File: config.mk
export PLATFORM = sky130hd
export DESIGN_NAME = usec_deadline_timer
export DESIGN_NICKNAME = d
export VERILOG_FILES = /design/src/rtl/utimer_pkg.sv /design/src/rtl/utimer_prescale.sv /design/src/rtl/utimer_cascade.sv /design/src/rtl/utimer_deadline.sv /design/src/rtl/utimer_snapshot.sv /design/src/rtl/usec_deadline_timer.sv
export SDC_FILE = /design/constraint.sdc
export NUM_CORES = 1
export LEC_CHECK = 0
export BUFFER_PORTS_ARGS = -buffer_cell sky130_fd_sc_hd__buf_2
export CAP_MARGIN = 20
export CORE_MARGIN = 10
export CORE_UTILIZATION = 60
export CTS_CLUSTER_DIAMETER = 100
export DETAILED_ROUTE_END_ITERATION = 8
export PLACE_DENSITY = 0.83
export SLEW_MARGIN = 5
export SYNTH_ARGS = -nofsm -noshare
export SYNTH_HDL_FRONTEND = slang
export SYNTH_HIERARCHICAL = 1
export SYNTH_SLANG_ARGS = --single-unit
File: constraint.sdc
create_clock -name clk -period 4.1 [get_ports clk]
set_input_delay 0.615 -clock clk [delete_from_list [all_inputs] [get_ports clk]]
set_output_delay 0.615 -clock clk [all_outputs]
set_load 0.01 [all_outputs]
File: src/rtl/utimer_pkg.sv
package utimer_pkg;

    typedef enum logic [1:0] {
        DL_IDLE    = 2'd0,
        DL_WAIT_HI = 2'd1,
        DL_WAIT_LO = 2'd2
    } dl_state_e;

    typedef enum logic [1:0] {
        RD_IDLE = 2'd0,
        RD_HI1  = 2'd1,
        RD_LO   = 2'd2,
        RD_HI2  = 2'd3
    } rd_state_e;

endpackage

File: src/rtl/utimer_prescale.sv
module utimer_prescale #(
    parameter int DIV = 200
) (
    input  logic clk,
    input  logic rst_n,
    input  logic en_i,
    input  logic restart_i,
    output logic tick_o
);

    generate
        if (DIV > 1) begin : g_div
            localparam int PW = $clog2(DIV);
            localparam logic [PW-1:0] LAST = PW'(DIV - 1);
            logic [PW-1:0] phase_q;

            always_ff @(posedge clk or negedge rst_n) begin
                if (!rst_n) begin
                    phase_q <= '0;
                end else if (restart_i) begin
                    phase_q <= '0;
                end else if (en_i) begin
                    phase_q <= (phase_q == LAST) ? '0 : phase_q + PW'(1);
                end
            end

            assign tick_o = en_i && !restart_i && (phase_q == LAST);

            AST_TICK_SPACED: assert property (@(posedge clk) disable iff (!rst_n)
                tick_o |=> !tick_o);
        end else begin : g_pass
            assign tick_o = en_i && !restart_i;
        end
    endgenerate

endmodule

File: src/rtl/utimer_cascade.sv
module utimer_cascade #(
    parameter int HALF_W = 16,
    localparam int FULL_W = 2 * HALF_W
) (
    input  logic              clk,
    input  logic              rst_n,
    input  logic              tick_i,
    input  logic              load_i,
    input  logic [FULL_W-1:0] load_val_i,
    output logic [HALF_W-1:0] hi_o,
    output logic [HALF_W-1:0] lo_o,
    output logic              ovf_o
);

    localparam logic [HALF_W-1:0] TOP = '1;

    logic [HALF_W-1:0] hi_q, lo_q;
    logic              ovf_q;
    logic              lo_roll;

    assign lo_roll = tick_i && (lo_q == TOP);

    always_ff @(posedge clk or negedge rst_n) begin
        if (!rst_n) begin
            hi_q  <= '0;
            lo_q  <= '0;
            ovf_q <= 1'b0;
        end else begin
            ovf_q <= 1'b0;
            if (load_i) begin
                hi_q <= load_val_i[FULL_W-1:HALF_W];
                lo_q <= load_val_i[HALF_W-1:0];
            end else if (tick_i) begin
                lo_q <= lo_q + HALF_W'(1);
                if (lo_roll) begin
                    hi_q  <= hi_q + HALF_W'(1);
                    ovf_q <= (hi_q == TOP);
                end
            end
        end
    end

    assign hi_o  = hi_q;
    assign lo_o  = lo_q;
    assign ovf_o = ovf_q;

    AST_LO_ROLL_ZERO: assert property (@(posedge clk) disable iff (!rst_n)
        (!load_i && lo_roll) |=> (lo_q == '0) && (hi_q == $past(hi_q) + HALF_W'(1)));
    AST_HI_HOLDS: assert property (@(posedge clk) disable iff (!rst_n)
        (!load_i && !lo_roll) |=> $stable(hi_q));
    AST_LOAD_LANDS: assert property (@(posedge clk) disable iff (!rst_n)
        load_i |=> ({hi_q, lo_q} == $past(load_val_i)));
    AST_NO_OVERFLOW_MISS: assert property (@(posedge clk) disable iff (!rst_n)
        (!load_i && lo_roll && hi_q == TOP) |=> (ovf_o && hi_q == '0));

endmodule

File: src/rtl/utimer_deadline.sv
module utimer_deadline
    import utimer_pkg::*;
#(
    parameter int HALF_W = 16,
    localparam int FULL_W = 2 * HALF_W
) (
    input  logic              clk,
    input  logic              rst_n,
    input  logic [HALF_W-1:0] hi_i,
    input  logic [HALF_W-1:0] lo_i,
    input  logic              ovf_i,
    input  logic              arm_i,
    input  logic [FULL_W-1:0] deadline_i,
    input  logic              disarm_i,
    input  logic              clr_i,
    output logic              match_o,
    output logic              ovf_flag_o,
    output logic              irq_o,
    output logic [FULL_W-1:0] last_dl_o
);

    dl_state_e         state_q, state_d;
    logic [HALF_W-1:0] cmp_hi_q, cmp_lo_q;
    logic              match_ie_q, match_flag_q, ovf_flag_q;
    logic [FULL_W-1:0] last_dl_q;

    logic [HALF_W-1:0] dl_hi;
    logic              arm_eq, arm_gt, arm_ok, hi_hit, lo_hit, fire;

    assign dl_hi  = deadline_i[FULL_W-1:HALF_W];
    assign arm_eq = arm_i && (dl_hi == hi_i);
    assign arm_gt = arm_i && (dl_hi > hi_i);
    assign arm_ok = !disarm_i && (arm_eq || arm_gt);
    assign hi_hit = (hi_i == cmp_hi_q);
    assign lo_hit = (lo_i == cmp_lo_q);

    // next-state logic
    always_comb begin
        state_d = state_q;
        fire    = 1'b0;
        unique case (state_q)
            DL_IDLE: ;
            DL_WAIT_HI: begin
                if (hi_hit) begin
                    if (lo_hit) begin
                        fire    = 1'b1;
                        state_d = DL_IDLE;
                    end else begin
                        state_d = DL_WAIT_LO;
                    end
                end
            end
            DL_WAIT_LO: begin
                if (hi_hit && lo_hit) begin
                    fire    = 1'b1;
                    state_d = DL_IDLE;
                end
            end
            default: state_d = DL_IDLE;
        endcase
        if (disarm_i) begin
            state_d = DL_IDLE;
            fire    = 1'b0;
        end else if (arm_eq) begin
            state_d = DL_WAIT_LO;
            fire    = 1'b0;
        end else if (arm_gt) begin
            state_d = DL_WAIT_HI;
            fire    = 1'b0;
        end
    end

    // state register
    always_ff @(posedge clk or negedge rst_n) begin
        if (!rst_n) state_q <= DL_IDLE;
        else        state_q <= state_d;
    end

    // outputs and compare registers
    always_ff @(posedge clk or negedge rst_n) begin
        if (!rst_n) begin
            cmp_hi_q     <= '0;
            cmp_lo_q     <= '0;
            match_ie_q   <= 1'b0;
            match_flag_q <= 1'b0;
            ovf_flag_q   <= 1'b0;
            last_dl_q    <= '0;
        end else begin
            if (arm_i) last_dl_q <= deadline_i;
            if (arm_ok) begin
                cmp_hi_q <= dl_hi;
                cmp_lo_q <= deadline_i[HALF_W-1:0];
            end
            if (disarm_i)    match_ie_q <= 1'b0;
            else if (arm_ok) match_ie_q <= 1'b1;
            if (fire)                  match_flag_q <= 1'b1;
            else if (clr_i || arm_ok)  match_flag_q <= 1'b0;
            if (ovf_i)      ovf_flag_q <= 1'b1;
            else if (clr_i) ovf_flag_q <= 1'b0;
        end
    end

    assign match_o    = match_flag_q;
    assign ovf_flag_o = ovf_flag_q;
    assign irq_o      = (match_flag_q && match_ie_q) || ovf_flag_q;
    assign last_dl_o  = last_dl_q;

    AST_MATCH_ON_TIME: assert property (@(posedge clk) disable iff (!rst_n)
        $rose(match_flag_q) |-> ($past({hi_i, lo_i}) == $past({cmp_hi_q, cmp_lo_q})));
    AST_PAST_ARM_INERT: assert property (@(posedge clk) disable iff (!rst_n)
        (arm_i && !disarm_i && (dl_hi < hi_i)) |=> (state_q == $past(state_q)));
    AST_ARM_CLEARS_MATCH: assert property (@(posedge clk) disable iff (!rst_n)
        arm_ok |=> !match_flag_q);
    AST_DISARM_MASKS: assert property (@(posedge clk) disable iff (!rst_n)
        disarm_i |=> (state_q == DL_IDLE) && !(match_flag_q && match_ie_q));
    AST_CLEAR_FLAGS: assert property (@(posedge clk) disable iff (!rst_n)
        (clr_i && !ovf_i && !fire) |=> (!ovf_flag_q && !match_flag_q));

endmodule

File: src/rtl/utimer_snapshot.sv
module utimer_snapshot
    import utimer_pkg::*;
#(
    parameter int HALF_W = 16,
    localparam int FULL_W = 2 * HALF_W
) (
    input  logic              clk,
    input  logic              rst_n,
    input  logic              rd_req_i,
    input  logic [HALF_W-1:0] hi_i,
    input  logic [HALF_W-1:0] lo_i,
    output logic              busy_o,
    output logic              valid_o,
    output logic [FULL_W-1:0] data_o
);

    rd_state_e         rd_q, rd_d;
    logic [HALF_W-1:0] hi_s_q, lo_s_q;
    logic              valid_q;
    logic [FULL_W-1:0] data_q;
    logic              same_hi;

    assign same_hi = (hi_i == hi_s_q);

    // next-state logic
    always_comb begin
        rd_d = rd_q;
        unique case (rd_q)
            RD_IDLE: if (rd_req_i) rd_d = RD_HI1;
            RD_HI1:  rd_d = RD_LO;
            RD_LO:   rd_d = RD_HI2;
            RD_HI2:  rd_d = same_hi ? RD_IDLE : RD_HI1;
            default: rd_d = RD_IDLE;
        endcase
    end

    // state register
    always_ff @(posedge clk or negedge rst_n) begin
        if (!rst_n) rd_q <= RD_IDLE;
        else        rd_q <= rd_d;
    end

    // sample and output registers
    always_ff @(posedge clk or negedge rst_n) begin
        if (!rst_n) begin
            hi_s_q  <= '0;
            lo_s_q  <= '0;
            valid_q <= 1'b0;
            data_q  <= '0;
        end else begin
            valid_q <= 1'b0;
            if (rd_q == RD_HI1) hi_s_q <= hi_i;
            if (rd_q == RD_LO)  lo_s_q <= lo_i;
            if (rd_q == RD_HI2 && same_hi) begin
                data_q  <= {hi_s_q, lo_s_q};
                valid_q <= 1'b1;
            end
        end
    end

    assign busy_o  = (rd_q != RD_IDLE);
    assign valid_o = valid_q;
    assign data_o  = data_q;

    AST_READ_HI_AGREES: assert property (@(posedge clk) disable iff (!rst_n)
        valid_o |-> (data_o[FULL_W-1:HALF_W] == $past(hi_i)));
    AST_READ_STROBE: assert property (@(posedge clk) disable iff (!rst_n)
        valid_o |=> !valid_o);

endmodule

File: src/rtl/usec_deadline_timer.sv
module usec_deadline_timer #(
    parameter int CLK_PER_US = 200,
    parameter int HALF_W     = 16,
    localparam int FULL_W    = 2 * HALF_W
) (
    input  logic              clk,
    input  logic              rst_n,
    input  logic              count_en,
    input  logic              load_start,
    input  logic [FULL_W-1:0] start_val,
    input  logic              arm,
    input  logic [FULL_W-1:0] deadline,
    input  logic              disarm,
    input  logic              clr_status,
    input  logic              rd_req,
    output logic              rd_busy,
    output logic              rd_valid,
    output logic [FULL_W-1:0] rd_data,
    output logic [FULL_W-1:0] last_deadline,
    output logic              match_flag,
    output logic              ovf_flag,
    output logic              irq
);

    logic              tick;
    logic [HALF_W-1:0] hi_cnt, lo_cnt;
    logic              hi_wrap;

    utimer_prescale #(.DIV(CLK_PER_US)) u_prescale (
        .clk       (clk),
        .rst_n     (rst_n),
        .en_i      (count_en),
        .restart_i (load_start),
        .tick_o    (tick)
    );

    utimer_cascade #(.HALF_W(HALF_W)) u_cascade (
        .clk        (clk),
        .rst_n      (rst_n),
        .tick_i     (tick),
        .load_i     (load_start),
        .load_val_i (start_val),
        .hi_o       (hi_cnt),
        .lo_o       (lo_cnt),
        .ovf_o      (hi_wrap)
    );

    utimer_deadline #(.HALF_W(HALF_W)) u_deadline (
        .clk        (clk),
        .rst_n      (rst_n),
        .hi_i       (hi_cnt),
        .lo_i       (lo_cnt),
        .ovf_i      (hi_wrap),
        .arm_i      (arm),
        .deadline_i (deadline),
        .disarm_i   (disarm),
        .clr_i      (clr_status),
        .match_o    (match_flag),
        .ovf_flag_o (ovf_flag),
        .irq_o      (irq),
        .last_dl_o  (last_deadline)
    );

    utimer_snapshot #(.HALF_W(HALF_W)) u_snapshot (
        .clk      (clk),
        .rst_n    (rst_n),
        .rd_req_i (rd_req),
        .hi_i     (hi_cnt),
        .lo_i     (lo_cnt),
        .busy_o   (rd_busy),
        .valid_o  (rd_valid),
        .data_o   (rd_data)
    );

    AST_IRQ_FOLLOWS_OVF: assert property (@(posedge clk) disable iff (!rst_n)
        $rose(ovf_flag) |-> irq);

endmodule

==> results.txt, run 1 <==
* PwrDens: 499 nW/um^2
* Clock latency at the later pin of the worst-skew pair: 0.42 ns
* Main combinational cell family by area after synthesis: multiplexers
- The H-tree generated during clock tree synthesis spans 4 levels.
* Root cell of the clock tree: sky130_fd_sc_hd__clkbuf_16
* Comb power frac: 22.4%
* Worst IR Drop VDD: 458 uV
* Number of buffers inserted for hold repair after clock tree synthesis: 0
- Routability cong.: 0.931
- Detailed routing inserted a total of 5879 vias.
- For this run, the number of Yosys warnings is 6.
- The share of the Yosys chip area taken by registers is 50.6%.
- Xor-xnor portion of the synthesized cell area: 7.91%
* Critical path data arrival time: 3.50 ns
- In the post-synthesis netlist, the biggest area contributors are sky130_fd_sc_hd__dfrtp_1 (51%), sky130_fd_sc_hd__mux2_4 (10%), sky130_fd_sc_hd__mux2_2 (9.3%).
* # Max-Cap Violations: 0
- The die is 141 microns tall.
- Multi-input gate area: 4020 sq um
- In the synthesized netlist the dominant register cell turns out to be sky130_fd_sc_hd__dfrtp_1.
* Clock period minus worst slack: 3.20 ns
- Fraction of layout instances using a drive strength above 1: 38.0%
- From synthesis to final layout, the design area changed by 16.2%.
- Clock network fraction of total power: 30.5%
* Total detailed-routing wirelength: 20.4 mm
- Unrepaired setup endpoints after global routing: false
- Share of the cycle needed by the critical path after routing: 78.0%
* Area taken by flip-flops and latches: 4430 sq um
- By startpoint and endpoint, the worst setup path is classified as flop to flop.
- In the final routed layout, each cell accounts on average for 19.7 microns.
* Wire length of the first global-routing pass: 33.2 mm
- Between clock sinks in the finished design, the worst skew comes to 0.00948 ns.
* Worst slew slack as a fraction of its limit: 28.6%
* Worst reg2reg setup slack: 0.90 ns
- Register bit total from synthesis: 177
- Worst-margin pin slew: 1.07 ns
- Per report_power, the sequential group accounts for 47.1% of the total.
- Overall Power: 5.07 mW
- CTS buffer count: 17
- Yosys mapped a number of flops with a built-in enable equal to 0.
- Internal Pwr Total: 3.63 mW
- The clock passes through at most 2 buffers.
- The initial utilization of the core area, before any placement, comes to 60.7%.
* Die W: 141 microns
* CTS tree: yes
* Clock-pin slew on the worst setup and hold paths: 0.06 ns
- Number of distinct library cells after synthesis: 54
- For this block, the initial DRC count from the detailed router was 291.
- Final count of negative-setup-slack endpoints: 0
- For the worst setup path, the data required time is 4.40 ns.
* Detail Placement HPWL: 15.0 mm
- Routed length on met2: 10.2 mm
* Total Routing Usage GR: 20.6%
- Summed over all nets, wire length on met3 after detailed routing comes to 1.08 mm.
- The tightest min-delay check is of the input port to asynchronous set/reset pin type.
* Simple logic cell fraction of the synthesized area: 10.1%
- The number of global-route vias before repair came to 6323.
- Setup Buffers After CTS: 0
* Setup TNS after final layout: 0 ns
* Crit end category: flop
- Top achievable clock speed: 313 MHz
- I/O Pins: 141
- Fill cells in the final layout number 1028.
* Fraction of the mapped netlist area in adder cells: 3.86%
* Average cell area after synthesis: 12.6 sq um
- Iteration count of the initial detailed-routing pass: 4
- Initial antenna violation count: 1
- Of the post-synthesis cell area, the dominant cell type holds 50.6%.
* Highest Signal Layer: met4
- Clock net sink count: 177
- Synthesized area: 8750 sq um
- Switching part of the total: 28.5%
- Number of vias per cell: 5.66
- Cell with the most instances after synthesis: sky130_fd_sc_hd__dfrtp_1
- The number of nets in the synthesized netlist is 796.
- Entering global routing, the biggest net connects 84 pins.
- Resize count post-CTS: 0
* Reported net switching power: 1.44 mW
* Leakage power total: 4.94 nW
* Overflow left after global routing: 0
* Share of the synthesized area in compound gates (AO/OA/AOI/OAI): 4.50%
* Number of I/O port buffers: 140
* Site Rows: 44
* Most area-hungry cell type in the Yosys netlist: sky130_fd_sc_hd__dfrtp_1
* Fin. Hold Viols: 0
- Cell count after synthesis: 697
- Most frequent cells after synthesis: sky130_fd_sc_hd__dfrtp_1 (177), sky130_fd_sc_hd__mux2_2 (72), sky130_fd_sc_hd__mux2_4 (58)
* Residual antenna-violating net count after detailed routing: 0
- Of all nets on the critical path, the largest fanout is 18.
- After detailed routing, the number of remaining DRC violations is 0.
* Post-place setup slack: 0.851 ns
* Die area: 19800 sq um
* Worst Setup Start Kind: flop
- The final count of pins violating max slew was 0.
- Post-synth ARST share: 100%
* Final WS setup: 0.903 ns
* Wire length on met1: 8.81 mm
* Placeable core region: 14400 sq um
- Final nets: 939
- Mux cell area share after synthesis: 19.6%
- Run status: finished, final reports clean
per-layer routing:
layer / track usage (%) / up-vias
met2: 34.3 / 165
met5: 0 / -
met4: 5.54 / 0
met1: 26.2 / 2957
met3: 4.90 / 21
li1: - / 2736
kinds of logic (layout without fill, tap and decap cells):
logic type	count (synthesis)	count (layout)
AO/OA/AOI/OAI	67	67
XOR/XNOR	79	79
adder cells (fa/ha/maj)	27	27
buffers and inverters	56	212
flip-flops	177	177
multiplexers	133	133
other	0	1
AND/OR/NAND/NOR	158	158
layout make-up:
type,count,share of cell area [%]
repair buffers,150,7.94
inverters,30,1.11
clock buffers,22,4.76
clock inverters,10,0.824
multi-input cells,464,39.5
well taps,184,2.26
flip-flops and latches,177,43.6
diodes,1,0.0246
power groups by stage:
stage                     clock network, mW  registers (mW)  logic (mW)
after floorplan                           0            2.33       0.844
final                                  1.54            2.39        1.14
after detailed placement                  0            2.41        1.13
after CTS                              1.57            2.39        1.14
after global placement                    0            2.38        1.06
after global routing                   1.64            2.43        1.25
critical path: stages, from the launching register on:
cell and delay, ns:
sky130_fd_sc_hd__dfrtp_1 0.53, sky130_fd_sc_hd__inv_1 0.09, sky130_fd_sc_hd__ha_1 0.33, sky130_fd_sc_hd__nand4_1 0.21, sky130_fd_sc_hd__nor4_4 0.34, sky130_fd_sc_hd__o31ai_1 0.12, sky130_fd_sc_hd__a31oi_1 0.26, sky130_fd_sc_hd__and2_2 0.58
sky130_fd_sc_hd__buf_12 0.26, sky130_fd_sc_hd__mux2_2 0.34
registers in the layout, indices dropped and copies added, names as in the netlist, 8 cells and up:
name                      cells
u_cascade/hi_o               16
u_cascade/lo_o               16
u_deadline/cmp_hi_q          16
u_deadline/cmp_lo_q          16
u_deadline/last_dl_o         32
u_prescale/g_div.phase_q      8
u_snapshot/data_o            32
u_snapshot/hi_s_q            16
u_snapshot/lo_s_q            16
metrics by stage:
step                      hold slack (ns)  util [%]  cell area (sq um)  std cells
after floorplan                     0.319         -               8750        697
after global placement              0.485      66.6               9600       1005
after detailed placement            0.468      66.6               9600       1005
after CTS                           0.171      70.5              10200       1037
after global routing                0.187      70.5              10200       1037
final                               0.159      70.5              10200       1038
path summary, 6_finish.rpt:
check,startpoint,end,cells after the start
max in group asynchronous,rst_n,u_snapshot/data_o[7],2
worst max-delay path,u_cascade/hi_o[11],u_deadline/cmp_lo_q[0],9
worst min-delay path,rst_n,u_snapshot/valid_o,1
min in group clk,disarm,u_deadline/match_ie_q,2
worst max register to register,u_cascade/hi_o[11],u_deadline/cmp_lo_q[0],9
worst min register to register,u_cascade/ovf_o,u_deadline/ovf_flag_o,1
cells in the final DEF (no fill, tap or decap), types with 2 or more instances in the layout:
master                       Yosys  routed
sky130_fd_sc_hd__nand4_1        30      30
sky130_fd_sc_hd__inv_1          30      30
sky130_fd_sc_hd__nor3_1          2       2
sky130_fd_sc_hd__o21ai_1         9       9
sky130_fd_sc_hd__a21oi_1         8       8
sky130_fd_sc_hd__buf_4           3       8
sky130_fd_sc_hd__xnor2_1        54      54
sky130_fd_sc_hd__dfrtp_1       177     177
sky130_fd_sc_hd__a31oi_1         2       2
sky130_fd_sc_hd__or3_1           2       2
sky130_fd_sc_hd__mux2_4         58      58
sky130_fd_sc_hd__a21o_1          5       5
sky130_fd_sc_hd__clkinvlp_4      0       2
sky130_fd_sc_hd__clkbuf_8        0       4
sky130_fd_sc_hd__o22ai_1         2       2
sky130_fd_sc_hd__nand2b_1        6       6
sky130_fd_sc_hd__nand2_1        55      55
sky130_fd_sc_hd__clkinv_2        0       6
sky130_fd_sc_hd__mux2i_1         3       3
sky130_fd_sc_hd__nor4_1          2       2
sky130_fd_sc_hd__ha_1           27      27
sky130_fd_sc_hd__nand4_2         2       2
sky130_fd_sc_hd__mux2_2         72      72
sky130_fd_sc_hd__nor2_1         13      13
sky130_fd_sc_hd__buf_12          3       2
sky130_fd_sc_hd__o21ai_0        30      30
sky130_fd_sc_hd__clkbuf_16       0      17
sky130_fd_sc_hd__buf_2           1     139
sky130_fd_sc_hd__a221o_1         2       2
sky130_fd_sc_hd__and2_1          7       6
sky130_fd_sc_hd__and3_1         12      12
sky130_fd_sc_hd__xor2_1         25      25
sky130_fd_sc_hd__nand3_1        14      14
Power figures use the tool's default switching activity.
==> run 2, diff against run 1 <==
CORE_UTILIZATION = 57   (was 60)
PLACE_DENSITY = 0.79   (was 0.83)
clock period = 3 ns   (was 4.1 ns; I/O delays follow)
==> run 2 against run 1 <==
  * Clock power is 35% higher
  * Wire length rose by 1.5%
  * Clock skew shrank 0.0018 ns
  * Final cell count rose by 1.8%
  * Hold slack worse by 0.13 ns
  * Critical path depth unchanged
  * Flip-flop and latch count unchanged
  * Critical endpoint is now u_deadline/cmp_hi_q[5]
  * First-iteration DRC count is 34% higher
  * Non-clock buffer count rose by 16
==> results.txt, run 2 (same netlist as run 1, synthesis figures left out) <==
- The worst hold path belongs to the class input port to asynchronous set/reset pin.
* Final nets: 955
- Crit path kind: flop to flop
- Detail Placement HPWL: 15.5 mm
- Signed area change from the synthesized netlist to the final layout: 17.5%
- During I/O placement, the number of pins put on the boundary was 141.
- Number of buffers on the longest clock path: 2
* Worst slew slack as a fraction of its limit: 44.7%
* Number of buffers inserted for hold repair after clock tree synthesis: 0
- The number of global-route vias before repair is 6418.
* Initial antenna violation count: 0
* Root cell of the clock tree: sky130_fd_sc_hd__clkbuf_16
- Required arrival time at the worst endpoint: 3.31 ns
- Once the clock tree was built, the setup fixing pass inserted 0 buffers.
- # Max-Cap Violations: 0
- Largest clock skew in the final design: 0.00769 ns
* Final count of negative-setup-slack endpoints: 0
- Subtracting the final worst setup slack from the clock period gives 2.76 ns.
- For this configuration, the core starts out at a cell density of 57.8%.
- Top achievable clock speed: 362 MHz
- Dividing total power by cell area gives a power density of 675 nW/um^2.
- The H-tree was split into 4 levels.
- Share of the cycle needed by the critical path after routing: 92.0%
- Post-layout instance area: 10300 sq um
- In this run the remaining antenna-violating nets after routing total 0.
- The region available for standard cell placement spans 15100 sq um.
- The post-route netlist has 38.3% of its cells at a drive strength greater than 1.
- Clock-pin slew on the worst setup and hold paths: 0.06 ns
* Detailed router's first-iteration violation count: 389
- Data arrives at the worst endpoint at 3.07 ns.
- Crit end category: flop
- At the end of routability-driven placement, the weighted congestion stood at 0.866.
* Fin. Hold Viols: 0
* Max-slew violations: 0
- Number of I/O port buffers: 140
* CTS buffer count: 17
* CTS tree: yes
- After detailed routing, the average wire length per cell comes to 19.6 microns.
- The first global-routing pass estimated 33.5 mm of wire.
- In this run the static leakage power is 5.00 nW.
- In this run the vertical extent of the chip is 144 microns.
- Die area: 20700 sq um
- Across every metal layer, demand over resource in global routing totals 20.7%.
- Run status: finished, final reports clean
* Clock latency at the later pin of the worst-skew pair: 0.43 ns
* Setup TNS after final layout: 0 ns
* Resize count post-CTS: 0
* Commonest cells after routing, fill and taps aside: sky130_fd_sc_hd__dfrtp_1 (177), sky130_fd_sc_hd__buf_2 (139), sky130_fd_sc_hd__mux2_2 (72)
* Via count: 5992
* Total detailed-routing wirelength: 20.7 mm
- The floorplan has 45 rows.
- Residual DRC: 0
- The placed instances occupy a cell area of 9740 sq um.
- The library cell used most frequently in the layout, excluding fill and tap cells, is sky130_fd_sc_hd__dfrtp_1.
* Overflow left after global routing: 0
* Worst IR Drop VDD: 426 uV
* Iteration count of the initial detailed-routing pass: 5
* Die W: 144 microns
- Setup repair after global routing left no endpoint under its margin.
* Worst-margin pin slew: 0.830 ns
- In the routed layout, each cell is associated on average with a via count of 5.67.
* Diode insertion count for antenna repair: 0
- Counting every sink on the clock net gives 177.
- Worst Setup Start Kind: flop
* Crit Path Max Fanout: 9
- Pin count of the biggest net entering global routing: 70
run 2: critical path, stage by stage (launching register included):
cell and delay [ns]:
sky130_fd_sc_hd__dfrtp_1 0.37, sky130_fd_sc_hd__inv_1 0.06, sky130_fd_sc_hd__ha_1 0.33, sky130_fd_sc_hd__nand4_1 0.25
sky130_fd_sc_hd__nor4_4 0.34, sky130_fd_sc_hd__o31ai_1 0.12, sky130_fd_sc_hd__a31oi_1 0.27, sky130_fd_sc_hd__and2_2 0.31
sky130_fd_sc_hd__buf_4 0.26, sky130_fd_sc_hd__mux2_4 0.32
run 2: worst paths after layout:
| check | to | from | cells after the start | slack, ns |
|---|---|---|---|---|
| worst max-delay path | u_deadline/cmp_hi_q[5] | u_cascade/hi_o[11] | 9 | 0.24 |
| worst min-delay path | u_snapshot/data_o[14] | rst_n | 1 | 0.03 |
| worst max register to register | u_deadline/cmp_hi_q[5] | u_cascade/hi_o[11] | 9 | 0.24 |
| worst min register to register | u_deadline/ovf_flag_o | u_cascade/ovf_o | 1 | 0.45 |
| max in group asynchronous | u_deadline/cmp_hi_q[10] | rst_n | 2 | 2.22 |
| min in group clk | u_deadline/match_ie_q | disarm | 2 | 0.21 |
run 2: where the power goes:
group | total (mW) | switching, mW | leakage (nW) | internal (mW)
registers | 3.24 | 0.396 | 2.21 | 2.85
logic | 1.62 | 0.702 | 2.54 | 0.914
clock network | 2.08 | 0.873 | 0.259 | 1.21
run 2: final cells by class:
class | count | area [sq um]
Clock buffer | 28 | 497
Tap cell | 188 | 235
Fill cell | 1052 | 4860
Inverter | 30 | 113
Clock inverter | 4 | 50.0
Timing Repair Buffer | 166 | 940
Sequential cell | 177 | 4430
Multi-Input combinational cell | 464 | 4020
run 2: through the flow:
| step | utilization [%] | hold WS [ns] | power, mW | worst slack (ns) | instances |
|---|---|---|---|---|---|
| floorplan | - | 0.154 | 4.34 | 0.567 | 697 |
| global placement | 64.3 | 0.434 | 4.76 | 0.254 | 1025 |
| detailed placement | 64.3 | 0.446 | 4.89 | 0.166 | 1025 |
| CTS | 67.9 | 0.0573 | 6.98 | 0.242 | 1057 |
| global route | 67.9 | 0.0828 | 7.28 | 0.0532 | 1057 |
| finish | 67.9 | 0.0341 | 6.94 | 0.240 | 1057 |
run 2: metal layers:
metal	up-vias	global-route usage (%)	part of all wire, %
li1	2762	-	-
met1	2993	27.4	44
met2	206	32.9	48
met3	31	4.39	5.9
met4	0	7.31	1.9
met5	-	0	0
